[config.mk]
export PLATFORM = sky130hd
export DESIGN_NAME = trig_sequencer
export DESIGN_NICKNAME = d
export VERILOG_FILES = /design/src/rtl/ts_pkg.sv /design/src/rtl/ts_cfg_regs.sv /design/src/rtl/ts_trig_front.sv /design/src/rtl/ts_period_timer.sv /design/src/rtl/ts_delay_line.sv /design/src/rtl/trig_sequencer.sv
export SDC_FILE = /design/constraint.sdc
export NUM_CORES = 1
export LEC_CHECK = 0
export BUFFER_PORTS_ARGS = -buffer_cell sky130_fd_sc_hd__buf_2
export CAP_MARGIN = 40
export CORE_MARGIN = 3
export CORE_UTILIZATION = 40
export CTS_CLUSTER_SIZE = 40
export DETAILED_ROUTE_END_ITERATION = 10
export SLEW_MARGIN = 20
export SYNTH_ARGS = -nofsm -noshare
export SYNTH_HDL_FRONTEND = slang
export SYNTH_SLANG_ARGS = --single-unit
[constraint.sdc]
create_clock -name clk -period 5.8 [get_ports clk]
set_input_delay 0.29 -clock clk [delete_from_list [all_inputs] [get_ports clk]]
set_output_delay 0.29 -clock clk [all_outputs]
set_load 0.05 [all_outputs]
[src/rtl/ts_pkg.sv]
package ts_pkg;

  typedef enum logic [2:0] {
    ADDR_MODE    = 3'd0,
    ADDR_BURST   = 3'd1,
    ADDR_PERIOD  = 3'd2,
    ADDR_TRG_DLY = 3'd3,
    ADDR_TP_DLY  = 3'd4,
    ADDR_RO_DLY  = 3'd5,
    ADDR_RUN     = 3'd6
  } cfg_addr_e;

  typedef struct packed {
    logic inv_pol;
    logic ext_src;
    logic tp_en;
    logic rst_en;
  } mode_t;

  localparam int NUM_LINES = 3;
  localparam int LINE_TRG  = 0;
  localparam int LINE_TP   = 1;
  localparam int LINE_RO   = 2;

endpackage

[src/rtl/ts_cfg_regs.sv]
module ts_cfg_regs
  import ts_pkg::*;
#(
  parameter int DATA_W      = 16,
  parameter int DLY_W       = 16,
  parameter int PER_W       = 16,
  parameter int BURST_W     = 4,
  parameter int BURST_MAX   = 9,
  parameter logic [3:0] DEF_MODE = 4'h4,
  parameter int DEF_BURST   = 4,
  parameter int DEF_PERIOD  = 40000,
  parameter int DEF_TRG_DLY = 256,
  parameter int DEF_TP_DLY  = 128,
  parameter int DEF_RO_DLY  = 300
) (
  input  logic              clk,
  input  logic              rst_n,
  input  logic              we,
  input  logic [2:0]        addr,
  input  logic [DATA_W-1:0] wdata,
  output mode_t             mode,
  output logic [BURST_W-1:0] burst_n,
  output logic [PER_W-1:0]  period,
  output logic [DLY_W-1:0]  dly_trg,
  output logic [DLY_W-1:0]  dly_tp,
  output logic [DLY_W-1:0]  dly_ro,
  output logic              run
);

  mode_t              mode_q, mode_d;
  logic [BURST_W-1:0] burst_q, burst_d;
  logic [PER_W-1:0]   per_q, per_d;
  logic [DLY_W-1:0]   trg_q, trg_d, tp_q, tp_d, ro_q, ro_d;
  logic               run_q, run_d;

  always_comb begin
    mode_d  = mode_q;
    burst_d = burst_q;
    per_d   = per_q;
    trg_d   = trg_q;
    tp_d    = tp_q;
    ro_d    = ro_q;
    run_d   = run_q;
    if (we) begin
      case (cfg_addr_e'(addr))
        ADDR_MODE:    mode_d = mode_t'(wdata[3:0]);
        ADDR_BURST:   burst_d = (wdata > DATA_W'(BURST_MAX)) ? BURST_W'(BURST_MAX)
                                                             : wdata[BURST_W-1:0];
        ADDR_PERIOD:  per_d = PER_W'(wdata);
        ADDR_TRG_DLY: trg_d = DLY_W'(wdata);
        ADDR_TP_DLY:  tp_d  = DLY_W'(wdata);
        ADDR_RO_DLY:  ro_d  = DLY_W'(wdata);
        ADDR_RUN:     run_d = wdata[0];
        default: ;
      endcase
    end
  end

  always_ff @(posedge clk or negedge rst_n) begin
    if (!rst_n) begin
      mode_q  <= mode_t'(DEF_MODE);
      burst_q <= BURST_W'(DEF_BURST);
      per_q   <= PER_W'(DEF_PERIOD);
      trg_q   <= DLY_W'(DEF_TRG_DLY);
      tp_q    <= DLY_W'(DEF_TP_DLY);
      ro_q    <= DLY_W'(DEF_RO_DLY);
      run_q   <= 1'b0;
    end else if (we) begin
      mode_q  <= mode_d;
      burst_q <= burst_d;
      per_q   <= per_d;
      trg_q   <= trg_d;
      tp_q    <= tp_d;
      ro_q    <= ro_d;
      run_q   <= run_d;
    end
  end

  assign mode    = mode_q;
  assign burst_n = burst_q;
  assign period  = per_q;
  assign dly_trg = trg_q;
  assign dly_tp  = tp_q;
  assign dly_ro  = ro_q;
  assign run     = run_q;

  assert_burst_cap_R2: assert property (@(posedge clk) disable iff (!rst_n)
    burst_q <= BURST_W'(BURST_MAX));

endmodule

[src/rtl/ts_trig_front.sv]
module ts_trig_front (
  input  logic clk,
  input  logic rst_n,
  input  logic trig_in,
  input  logic inv_pol,
  output logic rise
);

  logic meta_q, sync_q, lvl_q;
  logic lvl;

  always_comb begin
    lvl  = sync_q ^ inv_pol;
    rise = lvl & ~lvl_q;
  end

  always_ff @(posedge clk or negedge rst_n) begin
    if (!rst_n) begin
      meta_q <= 1'b0;
      sync_q <= 1'b0;
      lvl_q  <= 1'b0;
    end else begin
      meta_q <= trig_in;
      sync_q <= meta_q;
      lvl_q  <= lvl;
    end
  end

  assert_rise_single_R3: assert property (@(posedge clk) disable iff (!rst_n)
    rise |=> !rise);

endmodule

[src/rtl/ts_period_timer.sv]
module ts_period_timer #(
  parameter int PER_W       = 16,
  parameter int SCALE_SHIFT = 6
) (
  input  logic             clk,
  input  logic             rst_n,
  input  logic [PER_W-1:0] period,
  input  logic             load,
  output logic             expired
);

  localparam int CNT_W = PER_W + SCALE_SHIFT;

  logic [CNT_W-1:0] cnt_q, cnt_d;
  logic [CNT_W-1:0] reload;
  logic             cnt_en;

  always_comb begin
    reload  = (period == '0) ? '0 : ({period, {SCALE_SHIFT{1'b0}}} - CNT_W'(1));
    expired = (cnt_q == '0);
    cnt_en  = load | ~expired;
    cnt_d   = load ? reload : (cnt_q - CNT_W'(1));
  end

  always_ff @(posedge clk or negedge rst_n) begin
    if (!rst_n)      cnt_q <= '0;
    else if (cnt_en) cnt_q <= cnt_d;
  end

  assert_load_on_expiry_R8: assert property (@(posedge clk) disable iff (!rst_n)
    load |-> expired);

  assert_countdown_R11: assert property (@(posedge clk) disable iff (!rst_n)
    (!load && !expired) |=> (cnt_q == $past(cnt_q) - CNT_W'(1)));

endmodule

[src/rtl/ts_delay_line.sv]
module ts_delay_line #(
  parameter int DLY_W = 16
) (
  input  logic             clk,
  input  logic             rst_n,
  input  logic             start,
  input  logic [DLY_W-1:0] dly,
  input  logic             out_en,
  output logic             pulse,
  output logic             busy
);

  logic [DLY_W-1:0] cnt_q, cnt_d;
  logic             busy_q, busy_d;
  logic             pulse_q, fire;

  always_comb begin
    cnt_d  = cnt_q;
    busy_d = busy_q;
    fire   = 1'b0;
    if (start) begin
      if (dly == '0) begin
        fire = 1'b1;
      end else begin
        busy_d = 1'b1;
        cnt_d  = dly - DLY_W'(1);
      end
    end else if (busy_q) begin
      if (cnt_q == '0) begin
        fire   = 1'b1;
        busy_d = 1'b0;
      end else begin
        cnt_d = cnt_q - DLY_W'(1);
      end
    end
  end

  always_ff @(posedge clk or negedge rst_n) begin
    if (!rst_n) begin
      cnt_q   <= '0;
      busy_q  <= 1'b0;
      pulse_q <= 1'b0;
    end else begin
      cnt_q   <= cnt_d;
      busy_q  <= busy_d;
      pulse_q <= fire & out_en;
    end
  end

  assign pulse = pulse_q;
  assign busy  = busy_q;

  assert_start_idle_R9: assert property (@(posedge clk) disable iff (!rst_n)
    start |-> !busy_q);

  assert_count_step_R5: assert property (@(posedge clk) disable iff (!rst_n)
    (busy_q && cnt_q != '0) |=> (busy_q && cnt_q == $past(cnt_q) - DLY_W'(1)));

endmodule

[src/rtl/trig_sequencer.sv]
module trig_sequencer
  import ts_pkg::*;
#(
  parameter int DATA_W      = 16,
  parameter int DLY_W       = 16,
  parameter int PER_W       = 16,
  parameter int SCALE_SHIFT = 6,
  parameter int BURST_W     = 4,
  parameter int BURST_MAX   = 9,
  parameter int SLOT_W      = $clog2((BURST_MAX + 1) * 3 + 1)
) (
  input  logic              clk,
  input  logic              rst_n,
  input  logic              cfg_we,
  input  logic [2:0]        cfg_addr,
  input  logic [DATA_W-1:0] cfg_wdata,
  input  logic              trig_in,
  output logic              accept_o,
  output logic              chip_trig_o,
  output logic              test_pulse_o,
  output logic              chip_reset_o,
  output logic              ro_start_o,
  output logic [SLOT_W-1:0] burst_slots_o
);

  mode_t              mode;
  logic [BURST_W-1:0] burst_n;
  logic [PER_W-1:0]   period;
  logic [DLY_W-1:0]   dly_trg, dly_tp, dly_ro;
  logic               run;
  logic               rise, expired;
  logic               accept, ext_acc, int_acc;
  logic               accept_q, reset_q;

  logic [DLY_W-1:0]     line_dly [NUM_LINES];
  logic [NUM_LINES-1:0] line_en, line_pulse, line_busy;

  ts_cfg_regs #(
    .DATA_W(DATA_W), .DLY_W(DLY_W), .PER_W(PER_W),
    .BURST_W(BURST_W), .BURST_MAX(BURST_MAX)
  ) u_regs (
    .clk(clk), .rst_n(rst_n), .we(cfg_we), .addr(cfg_addr), .wdata(cfg_wdata),
    .mode(mode), .burst_n(burst_n), .period(period),
    .dly_trg(dly_trg), .dly_tp(dly_tp), .dly_ro(dly_ro), .run(run)
  );

  ts_trig_front u_front (
    .clk(clk), .rst_n(rst_n), .trig_in(trig_in), .inv_pol(mode.inv_pol), .rise(rise)
  );

  ts_period_timer #(.PER_W(PER_W), .SCALE_SHIFT(SCALE_SHIFT)) u_timer (
    .clk(clk), .rst_n(rst_n), .period(period), .load(accept), .expired(expired)
  );

  always_comb begin
    ext_acc = run & mode.ext_src & rise & expired & ~(|line_busy);
    int_acc = run & ~mode.ext_src & expired & ~(|line_busy);
    accept  = ext_acc | int_acc;
    line_dly[LINE_TRG] = dly_trg;
    line_dly[LINE_TP]  = dly_tp;
    line_dly[LINE_RO]  = dly_ro;
    line_en[LINE_TRG]  = 1'b1;
    line_en[LINE_TP]   = mode.tp_en;
    line_en[LINE_RO]   = 1'b1;
  end

  for (genvar i = 0; i < NUM_LINES; i++) begin : g_line
    ts_delay_line #(.DLY_W(DLY_W)) u_line (
      .clk(clk), .rst_n(rst_n), .start(accept), .dly(line_dly[i]),
      .out_en(line_en[i]), .pulse(line_pulse[i]), .busy(line_busy[i])
    );
  end

  always_ff @(posedge clk or negedge rst_n) begin
    if (!rst_n) begin
      accept_q <= 1'b0;
      reset_q  <= 1'b0;
    end else begin
      accept_q <= accept;
      reset_q  <= accept & mode.rst_en;
    end
  end

  assign accept_o      = accept_q;
  assign chip_reset_o  = reset_q;
  assign chip_trig_o   = line_pulse[LINE_TRG];
  assign test_pulse_o  = line_pulse[LINE_TP];
  assign ro_start_o    = line_pulse[LINE_RO];
  assign burst_slots_o = SLOT_W'((burst_n + 1) * 3);

  assert_reset_with_accept_R7: assert property (@(posedge clk) disable iff (!rst_n)
    chip_reset_o |-> accept_o);

  assert_run_gate_R10: assert property (@(posedge clk) disable iff (!rst_n)
    accept_o |-> $past(run));

  assert_single_accept_R3: assert property (@(posedge clk) disable iff (!rst_n)
    (accept_o && mode.ext_src && $past(mode.ext_src)) |=> !accept_o);

endmodule

* After elaboration in Yosys (flattened, before gate mapping)
Cells that the tools add are included.
Word-level totals: register bits after elaboration 154, bits of input ports 23, output and inout bits 10, logic and storage cells 127
Operators by class: add/subtract/negate cells 9, multiply operators 1, $lt $le $gt $ge 1, equality and inequality tests 12, muxes and demuxes 39, bitwise gates (word level) 17, reduce and logical (&&, ||, !) cells 23
Operators by type and width (count):
- 16-bit two-way mux | 12
- 16-bit logical NOT | 7
- 16-bit by 1-bit subtractor with 16-bit output, second input constant | 6
- 22-bit two-way mux | 2
- 22-bit by 1-bit subtractor with 22-bit output, second input constant | 2
- 32-bit by 2-bit multiplier with 5-bit output, second input constant | 1
- 1-bit two-way mux | 24
- 22-bit logical NOT | 1
- 16-bit by 4-bit greater-than comparator with 1-bit output, second input constant | 1
- 2-bit AND reduction | 7
- 2-bit != test, second input constant | 6
- 1-bit AND | 10
- 3-bit equality test, second input constant | 3
- 3-bit AND reduction | 3
- 3-bit by 2-bit equality test with 1-bit output, second input constant | 2
- 2-bit nonzero test | 3
- 4-bit by 1-bit adder with 5-bit output, second input constant | 1
- 4-bit two-way mux | 1
- 1-bit NOT | 4
- 3-bit by 1-bit equality test with 1-bit output, second input constant | 1
- 3-bit logical NOT | 1
- 3-bit OR reduction | 1
- 1-bit OR | 2
- 1-bit bitwise XOR | 1

* Logic depth before layout (Yosys ltp)
depth in word-level cells 8, mapped depth 18, mapped depth without buffers 14

* Hierarchy
A second synthesis with hierarchy kept.
Second synthesis, totals: cell total of the unflattened synthesis 943, area, all modules 9145.0 um2
By module, submodules not included:
- ts_delay_line | times used 3, cells each 179, area an instance 1416.4 um2, seq. area each 450.4 um2
- ts_cfg_regs | times used 1, cells each 174, area an instance 2909.0 um2, seq. area each 1843.0 um2
- ts_period_timer | times used 1, cells each 199, area an instance 1632.8 um2, seq. area each 550.5 um2
- trig_sequencer | times used 1, cells each 28, area an instance 261.5 um2, seq. area each 50.0 um2
- ts_trig_front | times used 1, cells each 5, area an instance 92.6 um2, seq. area each 75.1 um2

* Worst setup path after synthesis
OpenSTA, ideal clock, no wires.
path kind reg-to-reg, from register u_timer.cnt_q[0], to register g_line[0].u_line.cnt_q[10], library setup time 0.064 ns, data arrival time 4.354 ns, required time 5.736 ns, path slack 1.381 ns, cell stages (with the launch flop) 19, path buffers 4, period minus slack after synthesis 4.419 ns, cell sequence dfrtp_1 inv_1 ha_1 or4b_2 or4_4 or3_1 buf_6 inv_2 buf_4 buf_2 buf_2 mux2i_1 ha_1 nand2_1 or3_1 or3_1 o21ai_0 mux2i_1 o21a_1
Between the ends: word-level cells in the longest chain between the ends 6, elaborated cells between the ends (all ways) 11, classes of those cells eq/ne: 2; mux: 1; bitwise: 5; reduce/logical: 3
RTL lines:
- start: declaration | RTL line ts_period_timer.sv:14 | logic [CNT_W-1:0] cnt_q, cnt_d;
- start signal: assignment | RTL line ts_period_timer.sv:27 | else if (cnt_en) cnt_q <= cnt_d;
- 22-bit logical NOT (*) | RTL line ts_period_timer.sv:20 | expired = (cnt_q == '0);
- 1-bit AND, on equally long branches (2 in series) | RTL line trig_sequencer.sv:56, trig_sequencer.sv:57
- 1-bit OR (*) | RTL line trig_sequencer.sv:58 | accept = ext_acc | int_acc;
- named net accept | RTL line trig_sequencer.sv:32 | logic accept, ext_acc, int_acc;
- 2-bit != test (no line) or 2-bit nonzero test (tied branches)
- 3-bit AND reduction (no line)
- end signal: assignment | RTL line ts_delay_line.sv:44 | cnt_q <= cnt_d;
- end: declaration | RTL line ts_delay_line.sv:13 | logic [DLY_W-1:0] cnt_q, cnt_d;
The timed path passes the listed nets; every way through them passes the cells marked *. A chain may end at the register's enable or synchronous reset.

* Worst setup path in the final report
from register u_timer.cnt_q[0], to register g_line[1].u_line.cnt_q[14]
Between the ends: word-level cells in the longest chain between the ends 6, elaborated cells between the ends (all ways) 11, classes of those cells eq/ne: 2; mux: 1; bitwise: 5; reduce/logical: 3
RTL lines (RTL line):
- 22-bit logical NOT (*) | ts_period_timer.sv:20
- 1-bit AND, on equally long branches (2 in series) | trig_sequencer.sv:56, trig_sequencer.sv:57
- 1-bit OR (*) | trig_sequencer.sv:58
- 2-bit != test (no line) or 2-bit nonzero test (tied branches)
- 3-bit AND reduction (no line)
- end signal: assignment | ts_delay_line.sv:44
- end: declaration | ts_delay_line.sv:13
Every way passes the cells marked *; elsewhere a longest branch is shown, timed or not.

==> impl_metrics.tcl <==
set metrics [dict create \
    routabilityCongestion 0.809 \
    syn-cell-area_mm2 0.00843 \
    grt_pass1_vias 6479 \
    clock_power_share_pct 34.3 \
    p_leak_nw 4.08 \
    cp_slowest_stage_delay_ns 0.59 \
    ys_seq_elements 154 \
    cp_slowest_cell "or4b_2" \
    cts.hold.buffers_added 2 \
    rows 52 \
    crit_arrival_ns 4.80 \
    yosysSeqAreaShare_pct 45.9 \
    place_area_mm2 0.00889 \
    syn_avg_cell_area_um2 9.77 \
    critPathKind "flip-flop to flip-flop" \
    postCtsSetupBuffers 0 \
    power_frac_seq_pct 41.5 \
    clockBufferDepth 2 \
    cpMostUsedCell "ha_1" \
    design.die.area_mm2 0.0229 \
    start_util_pct 41.1 \
    dp_hpwl_um 14100 \
    power_density_mw_per_mm2 389 \
    yosys_most_used_dff "dfrtp_1" \
    drt-initial-drc-count 476 \
    drive_gt1_share_pct 19.3 \
    cts-root-buf "clkbuf_16" \
    slew_headroom_pct 41.1 \
    numPortBuffers 32 \
    drv_cap 0 \
    status "completed" \
    internal_power_mw 2.56 \
    cpLargestDelayFamily "simple AND/OR/NAND/NOR gates" \
    wl_per_cell_um 17.5 \
    grt_max_degree 73 \
    fin_crit_sh_pct 76.6 \
    dr.pass1.iters 4 \
    combPwrFrac_pct 24.2 \
    cts_buffers 17 \
    async_flop_share_pct 100 \
    finalSetupViolCount 0 \
    synth_area_leaders "dfrtp_1 (42%), mux2_2 (9.1%), dfstp_2 (4.1%), xnor2_1 (3.8%), a21oi_1 (3.7%)" \
    yosysMostFrequentCell "dfrtp_1" \
    synth_top_cell_by_area "dfrtp_1" \
    track_usage_pct 18.9 \
    holdWs_ns 0.203 \
    clk_latency_ns 0.43 \
    diodes 0 \
    p_sw_share_pct 31.5 \
    final_max_slew_viol_count 0 \
    fmax_ghz 0.225 \
    clk_pin_slew_worst_paths_ns 0.06 \
    hold_class "primary input to flip-flop" \
    ioPinCount 33 \
    yosys_warnings 0 \
    die_x_um 151 \
    syn-num-nets 896 \
    ant_nets 0 \
    finClkSkew_ns 0.0113 \
    wl_um 20600 \
    cts_max_level 4 \
    cts_tree "yes" \
    postLayoutCellArea_mm2 0.00960 \
    finalSetupTns_ns 0 \
    synth.distinct_cells 66 \
    crit_fanout 24 \
    viasPerCell 5.60 \
    cts_resized 0 \
    required_ns 6.16 \
    antenna_found_initial 1 \
    worst-slew-pin-transition_ns 0.880 \
    detailedPlace.worstSlack_ns 1.41 \
    rsz0062_at_grt "false" \
    synth_cells 863 \
    hold_violations 0 \
    synth_edf_count 0 \
    remaining_drc_errors 0 \
    p_sw_mw 1.18 \
    fin_ws_ns 1.36 \
    path_cells "inv_1 > ha_1 > or4b_2 > or4_4 > or3_2 > inv_2 > buf_4 > mux2i_1 > ha_1 > and2_1 > nand4b_1 > o41ai_1 > mux2_2 > nor2_1" \
    cts_num_sinks 154 \
    critPathLaunchType "flip-flop" \
    grt.overflow.total 0 \
    grt_first_pass_wirelength_um 34000 \
    area_growth_pct 13.9 \
    nets 927 \
    core-area_mm2 0.0205 \
    vdd_drop_max_v 0.000215 \
    yosysTopAreaCellShare_pct 41.9 \
    synth_common_cells "dfrtp_1 (141), nand2_1 (69), mux2_2 (68)" \
    min_period_ns 4.44 \
    num_vias 6586 \
    crit_buf_inv 3 \
    crit_path_end_kind "flip-flop" \
    die_height_um 151 \
]
## sequential cells by signal, indices dropped and copies added, names as in the netlist, 4 cells and up
name	cells
g_line.u_line.cnt_q	48
u_timer.cnt_q	22
u_regs.burst_n	4
u_regs.mode	4
u_regs.dly_trg	16
u_regs.dly_ro	16
u_regs.dly_tp	16
u_regs.period	16
## cell usage in the layout, fill, tap and decap left out, drive strengths merged, types with 6 or more instances in the layout
master  count
nor2       64
nor3       47
clkbuf     19
mux2       68
dfstp      13
nand2b     10
nand3b      6
nand3      16
or3        21
xnor2      37
dfrtp     141
or4        11
a21oi      62
nand2      69
nor4       27
o21ai      51
buf        44
inv        30
ha          9
xor2       21
o22ai      17
a22o        7
mux2i      11
bufinv      6
## path summary, 6_finish.rpt
kind                             startpoint                          to  slack [ns]  cells past startpoint
setup / recovery           u_timer.cnt_q[0]  g_line[1].u_line.cnt_q[14]        1.36                     14
hold / removal                 cfg_wdata[2]              u_regs.mode[2]        0.20                      3
setup reg to reg           u_timer.cnt_q[0]  g_line[1].u_line.cnt_q[14]        1.36                     14
hold reg to reg              u_front.meta_q              u_front.sync_q        0.36                      0
max in group asynchronous             rst_n              u_regs.mode[2]        4.14                      5
min in group asynchronous             rst_n  g_line[0].u_line.cnt_q[11]        0.31                      2
## cell type report
| type | count | area, µm² |
|---|---|---|
| multi-input cells | 647 | 4310 |
| flip-flops and latches | 154 | 3870 |
| inverters | 27 | 101 |
| fillers | 1972 | 10900 |
| well taps | 270 | 338 |
| repair buffers | 47 | 312 |
| clock inverters | 14 | 243 |
| clock buffers | 18 | 429 |
## kinds of logic after synthesis
group                    count (synthesis)  synth area share (%)
AND/OR/NAND/NOR                        309                  19.0
AO/OA/AOI/OAI                          191                  14.0
flip-flops                             154                  45.9
multiplexers                            79                  10.4
buffers and inverters                   62                  3.10
XOR/XNOR                                58                  6.03
adder cells (fa/ha/maj)                 10                  1.57
## worst register-to-register path, cell delays in order, from the launching register on
cell,delay (ns)
dfrtp_1,0.37
inv_1,0.11
ha_1,0.15
or4b_2,0.59
or4_4,0.45
or3_2,0.45
inv_2,0.14
buf_4,0.31
mux2i_1,0.27
ha_1,0.28
and2_1,0.24
nand4b_1,0.20
o41ai_1,0.36
mux2_2,0.38
nor2_1,0.08
## metrics by stage
stage / power [mW] / utilization [%] / cells
after floorplan: 2.21 / - / 863
after global placement: 2.44 / 43.2 / 1138
after detailed placement: 2.46 / 43.4 / 1141
after CTS: 3.75 / 46.7 / 1175
after global routing: 3.96 / 46.9 / 1177
final: 3.73 / 46.9 / 1177
## power by group through the flow
stage / logic [mW] / clock network, mW / registers (mW)
after floorplan: 0.710 / 0 / 1.50
after global placement: 0.879 / 0 / 1.56
after detailed placement: 0.891 / 0 / 1.56
after CTS: 0.903 / 1.30 / 1.55
after global routing: 1.02 / 1.35 / 1.59
final: 0.903 / 1.28 / 1.55
## routing by layer
metal | wire, µm | GRT usage (%)
met1 | 10300 | 27.4
met2 | 9470 | 29.7
met3 | 676 | 3.68
met4 | 144 | 3.40
met5 | 0 | 0
Note: power is estimated with default switching activity, not from simulation.
